<file path="config.mk">
export PLATFORM = sky130hd
export DESIGN_NAME = prot_regbank
export DESIGN_NICKNAME = d
export VERILOG_FILES = /design/src/rtl/prot_pkg.sv /design/src/rtl/prot_ctrl_regs.sv /design/src/rtl/prot_region_store.sv /design/src/rtl/prot_rd_mux.sv /design/src/rtl/prot_regbank.sv
export SDC_FILE = /design/constraint.sdc
export NUM_CORES = 1
export LEC_CHECK = 0
export BUFFER_PORTS_ARGS = -buffer_cell sky130_fd_sc_hd__clkbuf_2
export CELL_PAD_IN_SITES_DETAIL_PLACEMENT = 2
export CELL_PAD_IN_SITES_GLOBAL_PLACEMENT = 2
export CORE_MARGIN = 5
export CORE_UTILIZATION = 38
export DETAILED_ROUTE_END_ITERATION = 10
export PLACE_DENSITY = 0.88
export SETUP_SLACK_MARGIN = 0.15
export SLEW_MARGIN = 40
export SYNTH_ARGS = -nofsm -noshare
export SYNTH_HDL_FRONTEND = slang
export SYNTH_HIERARCHICAL = 1
export SYNTH_SLANG_ARGS = --single-unit
</file>
<file path="constraint.sdc">
create_clock -name clk -period 4.24 [get_ports clk]
set_clock_uncertainty 0.05 [all_clocks]
set_input_delay 0.424 -clock clk [delete_from_list [all_inputs] [get_ports clk]]
set_output_delay 0.424 -clock clk [all_outputs]
set_load 0.02 [all_outputs]
</file>
<file path="src/rtl/prot_pkg.sv">
package prot_pkg;
  localparam int BASE_W         = 27;
  localparam int MIN_SIZE_CODE  = 4;
  localparam int RA_TYPE        = 0;
  localparam int RA_CTRL        = 1;
  localparam int RA_RNUM        = 2;
  localparam int RA_BASE        = 3;
  localparam int RA_ATTR        = 4;

  typedef struct packed {
    logic       xn;
    logic [2:0] perm;
    logic [7:0] srd;
    logic [4:0] size;
    logic       en;
  } attr_t;

  function automatic attr_t attr_unpack(input logic [31:0] w);
    attr_t a;
    a.xn   = w[28];
    a.perm = w[26:24];
    a.srd  = w[15:8];
    a.size = w[5:1];
    a.en   = w[0];
    return a;
  endfunction

  function automatic logic [31:0] attr_pack(input attr_t a);
    logic [31:0] w;
    w        = '0;
    w[28]    = a.xn;
    w[26:24] = a.perm;
    w[15:8]  = a.srd;
    w[5:1]   = a.size;
    w[0]     = a.en;
    return w;
  endfunction
endpackage

</file>
<file path="src/rtl/prot_ctrl_regs.sv">
module prot_ctrl_regs #(
  parameter int NUM_REGIONS = 8
) (
  input  logic        clk,
  input  logic        rst,
  input  logic        wr_ctrl,
  input  logic        wr_rnum,
  input  logic        wr_base_pick,
  input  logic [31:0] wdata,
  output logic [2:0]  ctrl_q,
  output logic [7:0]  rnum_q
);
  localparam logic [7:0] NR8 = 8'(NUM_REGIONS);

  logic rnum_ok, pick_ok;
  assign rnum_ok = wdata[7:0] < NR8;
  assign pick_ok = {4'b0, wdata[3:0]} < NR8;

  always_ff @(posedge clk) begin
    if (rst) begin
      ctrl_q <= '0;
      rnum_q <= '0;
    end else begin
      if (wr_ctrl) ctrl_q <= wdata[2:0];
      if (wr_rnum && rnum_ok) rnum_q <= wdata[7:0];
      else if (wr_base_pick && pick_ok) rnum_q <= {4'b0, wdata[3:0]};
    end
  end
endmodule

</file>
<file path="src/rtl/prot_region_store.sv">
module prot_region_store
  import prot_pkg::*;
#(
  parameter int NUM_REGIONS = 8,
  parameter int IDX_W       = 3
) (
  input  logic                                clk,
  input  logic                                rst,
  input  logic                                base_we,
  input  logic [IDX_W-1:0]                    base_idx,
  input  logic [BASE_W-1:0]                   base_val,
  input  logic                                attr_we,
  input  logic [IDX_W-1:0]                    attr_idx,
  input  attr_t                               attr_val,
  output logic [NUM_REGIONS-1:0][BASE_W-1:0]  base_q,
  output attr_t [NUM_REGIONS-1:0]             attr_q
);
  for (genvar g = 0; g < NUM_REGIONS; g++) begin : g_rgn
    always_ff @(posedge clk) begin
      if (rst) begin
        base_q[g] <= '0;
        attr_q[g] <= '0;
      end else begin
        if (base_we && base_idx == IDX_W'(g)) base_q[g] <= base_val;
        if (attr_we && attr_idx == IDX_W'(g)) attr_q[g] <= attr_val;
      end
    end
  end
endmodule

</file>
<file path="src/rtl/prot_rd_mux.sv">
module prot_rd_mux
  import prot_pkg::*;
#(
  parameter int NUM_REGIONS = 8,
  parameter int ADDR_W      = 3
) (
  input  logic [ADDR_W-1:0] addr,
  input  logic [2:0]        ctrl,
  input  logic [7:0]        rnum,
  input  logic [BASE_W-1:0] base_sel,
  input  attr_t             attr_sel,
  output logic [31:0]       rd_next
);
  localparam logic [7:0] NR8 = 8'(NUM_REGIONS);

  always_comb begin
    rd_next = '0;
    case (addr)
      ADDR_W'(RA_TYPE): rd_next = {16'h0, NR8, 8'h0};
      ADDR_W'(RA_CTRL): rd_next = {29'h0, ctrl};
      ADDR_W'(RA_RNUM): rd_next = {24'h0, rnum};
      ADDR_W'(RA_BASE): rd_next = {base_sel, 1'b0, rnum[3:0]};
      ADDR_W'(RA_ATTR): rd_next = attr_pack(attr_sel);
      default:          rd_next = '0;
    endcase
  end
endmodule

</file>
<file path="src/rtl/prot_regbank.sv">
module prot_regbank
  import prot_pkg::*;
#(
  parameter int NUM_REGIONS = 8,
  parameter int ADDR_W      = 3
) (
  input  logic                          clk,
  input  logic                          rst,
  input  logic                          bus_sel,
  input  logic                          bus_wr,
  input  logic [ADDR_W-1:0]             bus_addr,
  input  logic [31:0]                   bus_wdata,
  output logic [31:0]                   bus_rdata,
  output logic                          ctl_enable,
  output logic                          ctl_fault_active,
  output logic                          ctl_priv_default,
  output logic [NUM_REGIONS*27-1:0]     rg_base_o,
  output logic [NUM_REGIONS*5-1:0]      rg_size_o,
  output logic [NUM_REGIONS*8-1:0]      rg_srd_o,
  output logic [NUM_REGIONS*3-1:0]      rg_perm_o,
  output logic [NUM_REGIONS-1:0]        rg_xn_o,
  output logic [NUM_REGIONS-1:0]        rg_en_o
);
  localparam int IDX_W = (NUM_REGIONS > 1) ? $clog2(NUM_REGIONS) : 1;
  localparam logic [7:0] NR8 = 8'(NUM_REGIONS);

  logic wr_hit, wr_ctrl, wr_rnum, wr_base, wr_attr, pick_ok;
  logic [2:0] ctrl_q;
  logic [7:0] cur_rnum;
  logic [IDX_W-1:0] cur_idx, base_idx;
  logic base_we;
  logic [NUM_REGIONS-1:0][BASE_W-1:0] base_q;
  attr_t [NUM_REGIONS-1:0] attr_q;
  logic [31:0] rd_next;

  assign wr_hit  = bus_sel && bus_wr;
  assign wr_ctrl = wr_hit && bus_addr == ADDR_W'(RA_CTRL);
  assign wr_rnum = wr_hit && bus_addr == ADDR_W'(RA_RNUM);
  assign wr_base = wr_hit && bus_addr == ADDR_W'(RA_BASE);
  assign wr_attr = wr_hit && bus_addr == ADDR_W'(RA_ATTR);
  assign pick_ok = {4'b0, bus_wdata[3:0]} < NR8;

  assign cur_idx  = cur_rnum[IDX_W-1:0];
  assign base_we  = wr_base && (!bus_wdata[4] || pick_ok);
  assign base_idx = bus_wdata[4] ? bus_wdata[IDX_W-1:0] : cur_idx;

  prot_ctrl_regs #(.NUM_REGIONS(NUM_REGIONS)) ctrl_i (
    .clk(clk), .rst(rst),
    .wr_ctrl(wr_ctrl), .wr_rnum(wr_rnum),
    .wr_base_pick(wr_base && bus_wdata[4]),
    .wdata(bus_wdata), .ctrl_q(ctrl_q), .rnum_q(cur_rnum)
  );

  prot_region_store #(.NUM_REGIONS(NUM_REGIONS), .IDX_W(IDX_W)) store_i (
    .clk(clk), .rst(rst),
    .base_we(base_we), .base_idx(base_idx), .base_val(bus_wdata[31:5]),
    .attr_we(wr_attr), .attr_idx(cur_idx), .attr_val(attr_unpack(bus_wdata)),
    .base_q(base_q), .attr_q(attr_q)
  );

  prot_rd_mux #(.NUM_REGIONS(NUM_REGIONS), .ADDR_W(ADDR_W)) mux_i (
    .addr(bus_addr), .ctrl(ctrl_q), .rnum(cur_rnum),
    .base_sel(base_q[cur_idx]), .attr_sel(attr_q[cur_idx]), .rd_next(rd_next)
  );

  always_ff @(posedge clk) begin
    if (rst) bus_rdata <= '0;
    else if (bus_sel && !bus_wr) bus_rdata <= rd_next;
  end

  assign ctl_enable       = ctrl_q[0];
  assign ctl_fault_active = ctrl_q[1];
  assign ctl_priv_default = ctrl_q[2];

  for (genvar g = 0; g < NUM_REGIONS; g++) begin : g_out
    assign rg_base_o[g*BASE_W +: BASE_W] = base_q[g];
    assign rg_size_o[g*5 +: 5]           = attr_q[g].size;
    assign rg_srd_o[g*8 +: 8]            = attr_q[g].srd;
    assign rg_perm_o[g*3 +: 3]           = attr_q[g].perm;
    assign rg_xn_o[g]                    = attr_q[g].xn;
    assign rg_en_o[g] = attr_q[g].en && (attr_q[g].size >= 5'(MIN_SIZE_CODE));
  end
endmodule

</file>
[Word level (Yosys, flattened, before mapping)]
Index checks and enable logic that the tools add are counted.
Storage, ports and cells
  bits in registers: 403
  latch bits: 0
  memory bits (writable): 0
  bits in read-only memories: 0
  bits of input ports: 39
  output and inout port bits: 395
  memories kept: 0
Operators by class
  add/sub/neg operators: 0
  multipliers: 0
  div/mod/pow operators: 0
  magnitude comparators: 11
  equal/unequal tests: 18
  shifts and indexed selects: 0
  mux-type cells: 8
  bitwise gates (word level): 0
  reductions and logical operators: 41
Operators with widths (count)
  case mux 32 bit (5 select lines): 1
  binary-select mux 27 bit (select 3 bit): 1
  binary-select mux 18 bit (select 3 bit): 1
  greater-or-equal comparator 5 x 3 -> 1 bit, second input constant: 8
  logical AND 1 bit: 34
  equality test 3 bit, second input constant: 9
  two-way mux 27 bit: 1
  equality test 3 x 2 -> 1 bit, second input constant: 6
  two-way mux 18 bit: 1
  two-way mux 8 bit: 2
  equality test 3 x 1 -> 1 bit, second input constant: 3
  logical NOT 3 bit: 3
  less-than comparator 8 x 4 -> 1 bit, second input constant: 1
  less-than comparator 3 x 4 -> 1 bit, second input constant: 1
  less-than comparator 4 bit, second input constant: 1
  two-way mux 3 bit: 1
  logical NOT 1 bit: 2
  nonzero test 2 bit: 1
  logical OR 1 bit: 1

[Logic depth before layout (Yosys ltp)]
  depth after elaboration: 6
  depth in mapped cells: 8
  mapped depth without buffers: 6

[Hierarchy]
The synthesis kept the hierarchy.
By module, submodules not included
  prot_region_store: instances 1, cells an instance 1277, area each 14123.5 µm²
  prot_regbank: instances 1, cells an instance 319, area each 4282.9 µm²
  prot_rd_mux: instances 1, cells an instance 60, area each 442.9 µm²
  prot_ctrl_regs: instances 1, cells an instance 41, area each 427.9 µm²

[Worst setup path after synthesis]
No wires, ideal clock.
  path kind: register to register
  start: register ctrl_i.rnum_q[1]
  end: register store_i/base_q[10] (netlist name)
  arrival time: 1.988 ns
  data required time: 4.061 ns
  path slack: 2.074 ns
  stages on the path, launching flop included: 8
  path buffers: 4
  clock period less this slack: 2.166 ns
  cell sequence: dfxtp_1 buf_2 buf_1 mux2_2 or4b_1 buf_6 buf_12 mux2i_1
Between the ends
  word-level cells in the longest chain between the ends: 3
Ends and longest elaborated chain
  start: declaration: line prot_ctrl_regs.sv:11  | output logic [7:0] rnum_q
  start signal: assignment: line prot_ctrl_regs.sv:25  | if (wr_rnum && rnum_ok) rnum_q <= wdata[7:0];
  start signal: assignment: line prot_ctrl_regs.sv:26  | else if (wr_base_pick && pick_ok) rnum_q <= {4'b0, wdata[3:0]};
  two-way mux 3 bit: line prot_regbank.sv:45  | assign base_idx = bus_wdata[4] ? bus_wdata[IDX_W-1:0] : cur_idx;
  via base_idx[1]: line prot_regbank.sv:30  | logic [IDX_W-1:0] cur_idx, base_idx;
  logical NOT 3 bit: line prot_region_store.sv:24  | if (base_we && base_idx == IDX_W'(g)) base_q[g] <= base_val;
  logical AND 1 bit: line prot_region_store.sv:24
  end signal: indexed assignment: line prot_region_store.sv:24
  end: declaration: line prot_region_store.sv:15  | output logic [NUM_REGIONS-1:0][BASE_W-1:0] base_q,
The timed path passes the listed nets, and every way through them passes these cells.
A chain may end at the register's enable or synchronous reset.

[Worst setup path in the final report]
  start: register ctrl_i.rnum_q[0]
  end: register bus_rdata[13]
Between the ends
  word-level cells in the longest chain between the ends: 3
  elaborated cells on any way between the ends: 5
  those cells by class: mux (5)
Ends and longest elaborated chain
  binary-select mux 18 bit (select 3 bit) or binary-select mux 27 bit (select 3 bit) (tied branches): line prot_regbank.sv:63  | .base_sel(base_q[cur_idx]), .attr_sel(attr_q[cur_idx]), .rd_next(rd_next)
  two-way mux 18 bit (not written as such) or two-way mux 27 bit (tied branches): line prot_regbank.sv:63
  case mux 32 bit (5 select lines) *: line prot_rd_mux.sv:18  | case (addr)
  via rd_next[13]: line prot_regbank.sv:34  | logic [31:0] rd_next;
  end signal: assignment: line prot_regbank.sv:68  | else if (bus_sel && !bus_wr) bus_rdata <= rd_next;
  end: declaration: line prot_regbank.sv:13  | output logic [31:0] bus_rdata,
The timed path passes the listed nets; every way through them passes the cells marked *. The select of a mux whose other input is x is not followed.

==> run_results.csv <==
group,metric,value,unit
run_status,outcome,"completed",
die,fp.dieH,235.2,um
finish,layoutNonFillerInstCount,2755,
finish,layout_cells_sized_above_1,29.91,%
power_and_ir_drop,peakVddDrop,0.2590,mV
timing,finalSetupViolations,0,
timing,period_minus_slack,2.938,ns
critical_path,worst_ep_arrival_time,3.35,ns
synthesis,synth-warning-count,6,
synthesis,synth_top_cell_by_area,"sky130_fd_sc_hd__dfxtp_1",
critical_path,worst_r2r_endpoint,"bus_rdata[13]",
clock_tree,post_cts_resize_count,0,
synthesis,synth.top_cells.by_area,"sky130_fd_sc_hd__dfxtp_1 42%, sky130_fd_sc_hd__mux2i_1 19%, sky130_fd_sc_hd__nand2b_1 13%",
timing,post-route-period-util,69.29,%
grt,largest_net_degree_at_the_start_of_global_routing,134,
timing,fin_tns_setup,0,ns
finish,syn_to_final_growth,22.57,%
critical_path,r2r.worst_path.cells,7,
finish,fin_nets,2084,
critical_path,max_fanout_on_critical_path,38,
job,max_cap_violations,0,
critical_path,biggest_cell_delay_along_the_critical_path,0.82,ns
finish,leading_cell_types_in_the_layout_fill_and_taps_excluded,"432 x sky130_fd_sc_hd__clkbuf_2, 407 x sky130_fd_sc_hd__nand2b_1, 400 x sky130_fd_sc_hd__dfxtp_1",
place,port_buffers,433,
drt,remaining_drc_errors,0,
timing,tightest_slew,0.8288,ns
finish,most_common_cell_after_layout_fill_and_taps_aside,"sky130_fd_sc_hd__clkbuf_2",
critical_path,regToRegSetupSlack,1.30,ns
timing,timing.final.max_slew_violations,0,
critical_path,slowest_stage,"sky130_fd_sc_hd__dfxtp_4",
critical_path,r2r-start,"ctrl_i/rnum_q[0]",
drt,vias_per_cell,5.593,
synthesis,syn-cell-area,0.01928,mm^2
synthesis,ys_async_sr_fraction,0,%
timing,whs,0.1921,ns
die,die_area,0.05533,mm^2
hold_path,worstHoldStart,"bus_wdata[0]",
synthesis,synth_cells,1697,
finish,fill_cells,5057,
synthesis,synth_enable_flop_cells,0,
grt,overflow,0,
place,detailed_place_hpwl,55730,um
synthesis,synth.top_cell.area_share,41.85,%
synthesis,synth_flop_cell,"sky130_fd_sc_hd__dfxtp_1",
die,floorplan.io_pins,434,
clock_tree,clkLatencyLatePin,0.58,ns
timing,finalHoldViolations,0,
clock_tree,tritoncts_clock_tree,"built",
clock_tree,h_tree_levels,2,
place,gp_routability_congestion,0.8477,
critical_path,critical-path-top-delay-family,"multiplexers",
drt,ant_nets,0,
drt,drt_wl_cell,30.25,um
clock_tree,clkTransAtPathRegs,0.06,ns
clock_tree,cts.path.max_buffers,3,
timing,grt_setup_unrepaired,"false",
critical_path,cp-start-kind,"flip-flop",
timing,maxSlewHeadroom,44.75,%
critical_path,critical_path.cell_chain,"buf_12, buf_4, mux4_1, mux2_2, a22o_1, nand2_1, a21oi_1",
die,core_area,0.05017,mm^2
finish,antenna_cells_inserted,0,
timing,max_freq,0.3404,GHz
critical_path,worst_setup_path_class,"reg -> reg",
die,die-width,235.2,um
critical_path,cp.required,4.65,ns
clock_tree,cts_inserted_buffers,47,
synthesis,synth_area_per_cell,11.36,um^2
clock_tree,post_cts_buffers,0,
synthesis,synth_cell_types,43,
hold_path,worst_hold_path.endpoint,"ctrl_i/ctrl_q[0]",
drt,vias,15410,
hold_path,timing.hold.worst_path_depth,3,
critical_path,critical_path.endpoint_type,"flip-flop",
clock_tree,cts_hold_buffers,0,
synthesis,synth-seq-cells,403,
synthesis,seq_area_frac_synth,41.85,%
synthesis,synth.net_count,1736,
critical_path,critical_path_buf_inv_count,2,
drt,routed_wirelength,83340,um
grt,antenna_found_initial,3,
clock_tree,cts_num_sinks,403,
power_and_ir_drop,power_leakage,11.71,nW
grt,vias_in_the_first_global_route,17210,
power_and_ir_drop,totalPowerFinal,8.580,mW
drt,drt-initial-drc-count,997,
drt,drt_pre_antenna_iters,5,
grt,grt_first_pass_wirelength,121500,um
hold_path,timing.hold.worst.class,"in -> reg",
place,numPlacedInstances,2668,
die,placement_rows,82,
power_and_ir_drop,power_density_cells,363.1,mW/mm^2
grt,globalRouteTotalUtil,28.73,%
clock_tree,cts_root_buffer,"sky130_fd_sc_hd__clkbuf_16",
finish,fin_util,47.10,%
die,floorplan.initialDensity,38.42,%
cell type report:
class	instances	area, um^2	share of cell area (%)
timing repair buffer	475	2603	11.01
clock buffer	71	1439	6.089
inverter	5	18.77	0.07943
multi-input combinational	1113	10420	44.08
tap	672	840.8	3.558
sequential	403	8079	34.19
clock inverter	16	232.7	0.9849
per-layer routing:
metal	vias up	global-route usage, %	routed length (um)
met1	8015	34.03	33090
met4	6	13.14	4237
met2	546	50.62	41800
met3	195	5.389	4169
met5	-	0	45
li1	6648	-	-
report_power, final:
group,internal [mW],switching [mW]
Clock,2.70,1.73
Sequential,3.79,0.00942
Combinational,0.127,0.218
stage by stage:
stage	area (um^2)	worst slack [ns]
3_5_place_dp	21960	1.030
2_1_floorplan	19280	2.074
5_1_grt	23630	1.245
4_1_cts	23630	1.319
3_3_place_gp	21860	1.147
6_report	23630	1.302
worst reg2reg max path, stage by stage, from the launching register on:
cell and delay (ns):
sky130_fd_sc_hd__dfxtp_4 0.82, sky130_fd_sc_hd__buf_12 0.35, sky130_fd_sc_hd__buf_4 0.30, sky130_fd_sc_hd__mux4_1 0.63, sky130_fd_sc_hd__mux2_2 0.31, sky130_fd_sc_hd__a22o_1 0.23, sky130_fd_sc_hd__nand2_1 0.08, sky130_fd_sc_hd__a21oi_1 0.07
cells in the mapped netlist (2+ instances only):
cell type,count
sky130_fd_sc_hd__a21oi_1,34
sky130_fd_sc_hd__a22o_1,11
sky130_fd_sc_hd__and2_1,17
sky130_fd_sc_hd__buf_1,12
sky130_fd_sc_hd__buf_12,2
sky130_fd_sc_hd__buf_2,48
sky130_fd_sc_hd__buf_6,14
sky130_fd_sc_hd__clkbuf_1,99
sky130_fd_sc_hd__dfxtp_1,403
sky130_fd_sc_hd__inv_1,5
sky130_fd_sc_hd__mux2_2,48
sky130_fd_sc_hd__mux2i_1,366
sky130_fd_sc_hd__mux4_1,88
sky130_fd_sc_hd__mux4_2,2
sky130_fd_sc_hd__nand2_1,70
sky130_fd_sc_hd__nand2b_1,408
sky130_fd_sc_hd__nand3b_1,5
sky130_fd_sc_hd__nand4_1,5
sky130_fd_sc_hd__nand4b_1,6
sky130_fd_sc_hd__nand4bb_1,8
sky130_fd_sc_hd__nor2_1,5
sky130_fd_sc_hd__nor2b_1,4
sky130_fd_sc_hd__nor4b_1,2
sky130_fd_sc_hd__o2111ai_1,3
sky130_fd_sc_hd__o211ai_1,3
sky130_fd_sc_hd__o2bb2ai_1,2
sky130_fd_sc_hd__o311ai_0,3
sky130_fd_sc_hd__o31a_1,8
sky130_fd_sc_hd__or4b_1,2
state kept, by name (all words and copies together) (netlist names):
| name | flops |
|---|---|
| store_i/base_q | 216 |
| store_i/attr_q | 144 |
| bus_rdata | 32 |
| ctrl_i/rnum_q | 8 |
| ctrl_i/ctrl_q | 3 |
kinds of logic (layout without fill, tap and decap cells):
kind of cell,after synthesis,count (layout),share of synthesized area [%]
AOI/OAI and AO/OA,66,66,2.311
DFF,403,403,41.85
muxes,504,504,34.04
and+or+nand+nor,543,543,17.23
buffers and inverters,181,567,4.569
worst max-delay path by stage:
stage / start / endpoint / cells after the start
finish: ctrl_i/rnum_q[0] / bus_rdata[13] / 7
detailed placement: bus_addr[2] / store_i/base_q[134] / 7
CTS: ctrl_i/rnum_q[0] / bus_rdata[13] / 7
global route: ctrl_i/rnum_q[0] / bus_rdata[14] / 7
global placement: bus_addr[1] / store_i/base_q[134] / 7
floorplan: ctrl_i/rnum_q[1] / store_i/base_q[10] / 7
Power figures use the tool's default switching activity.
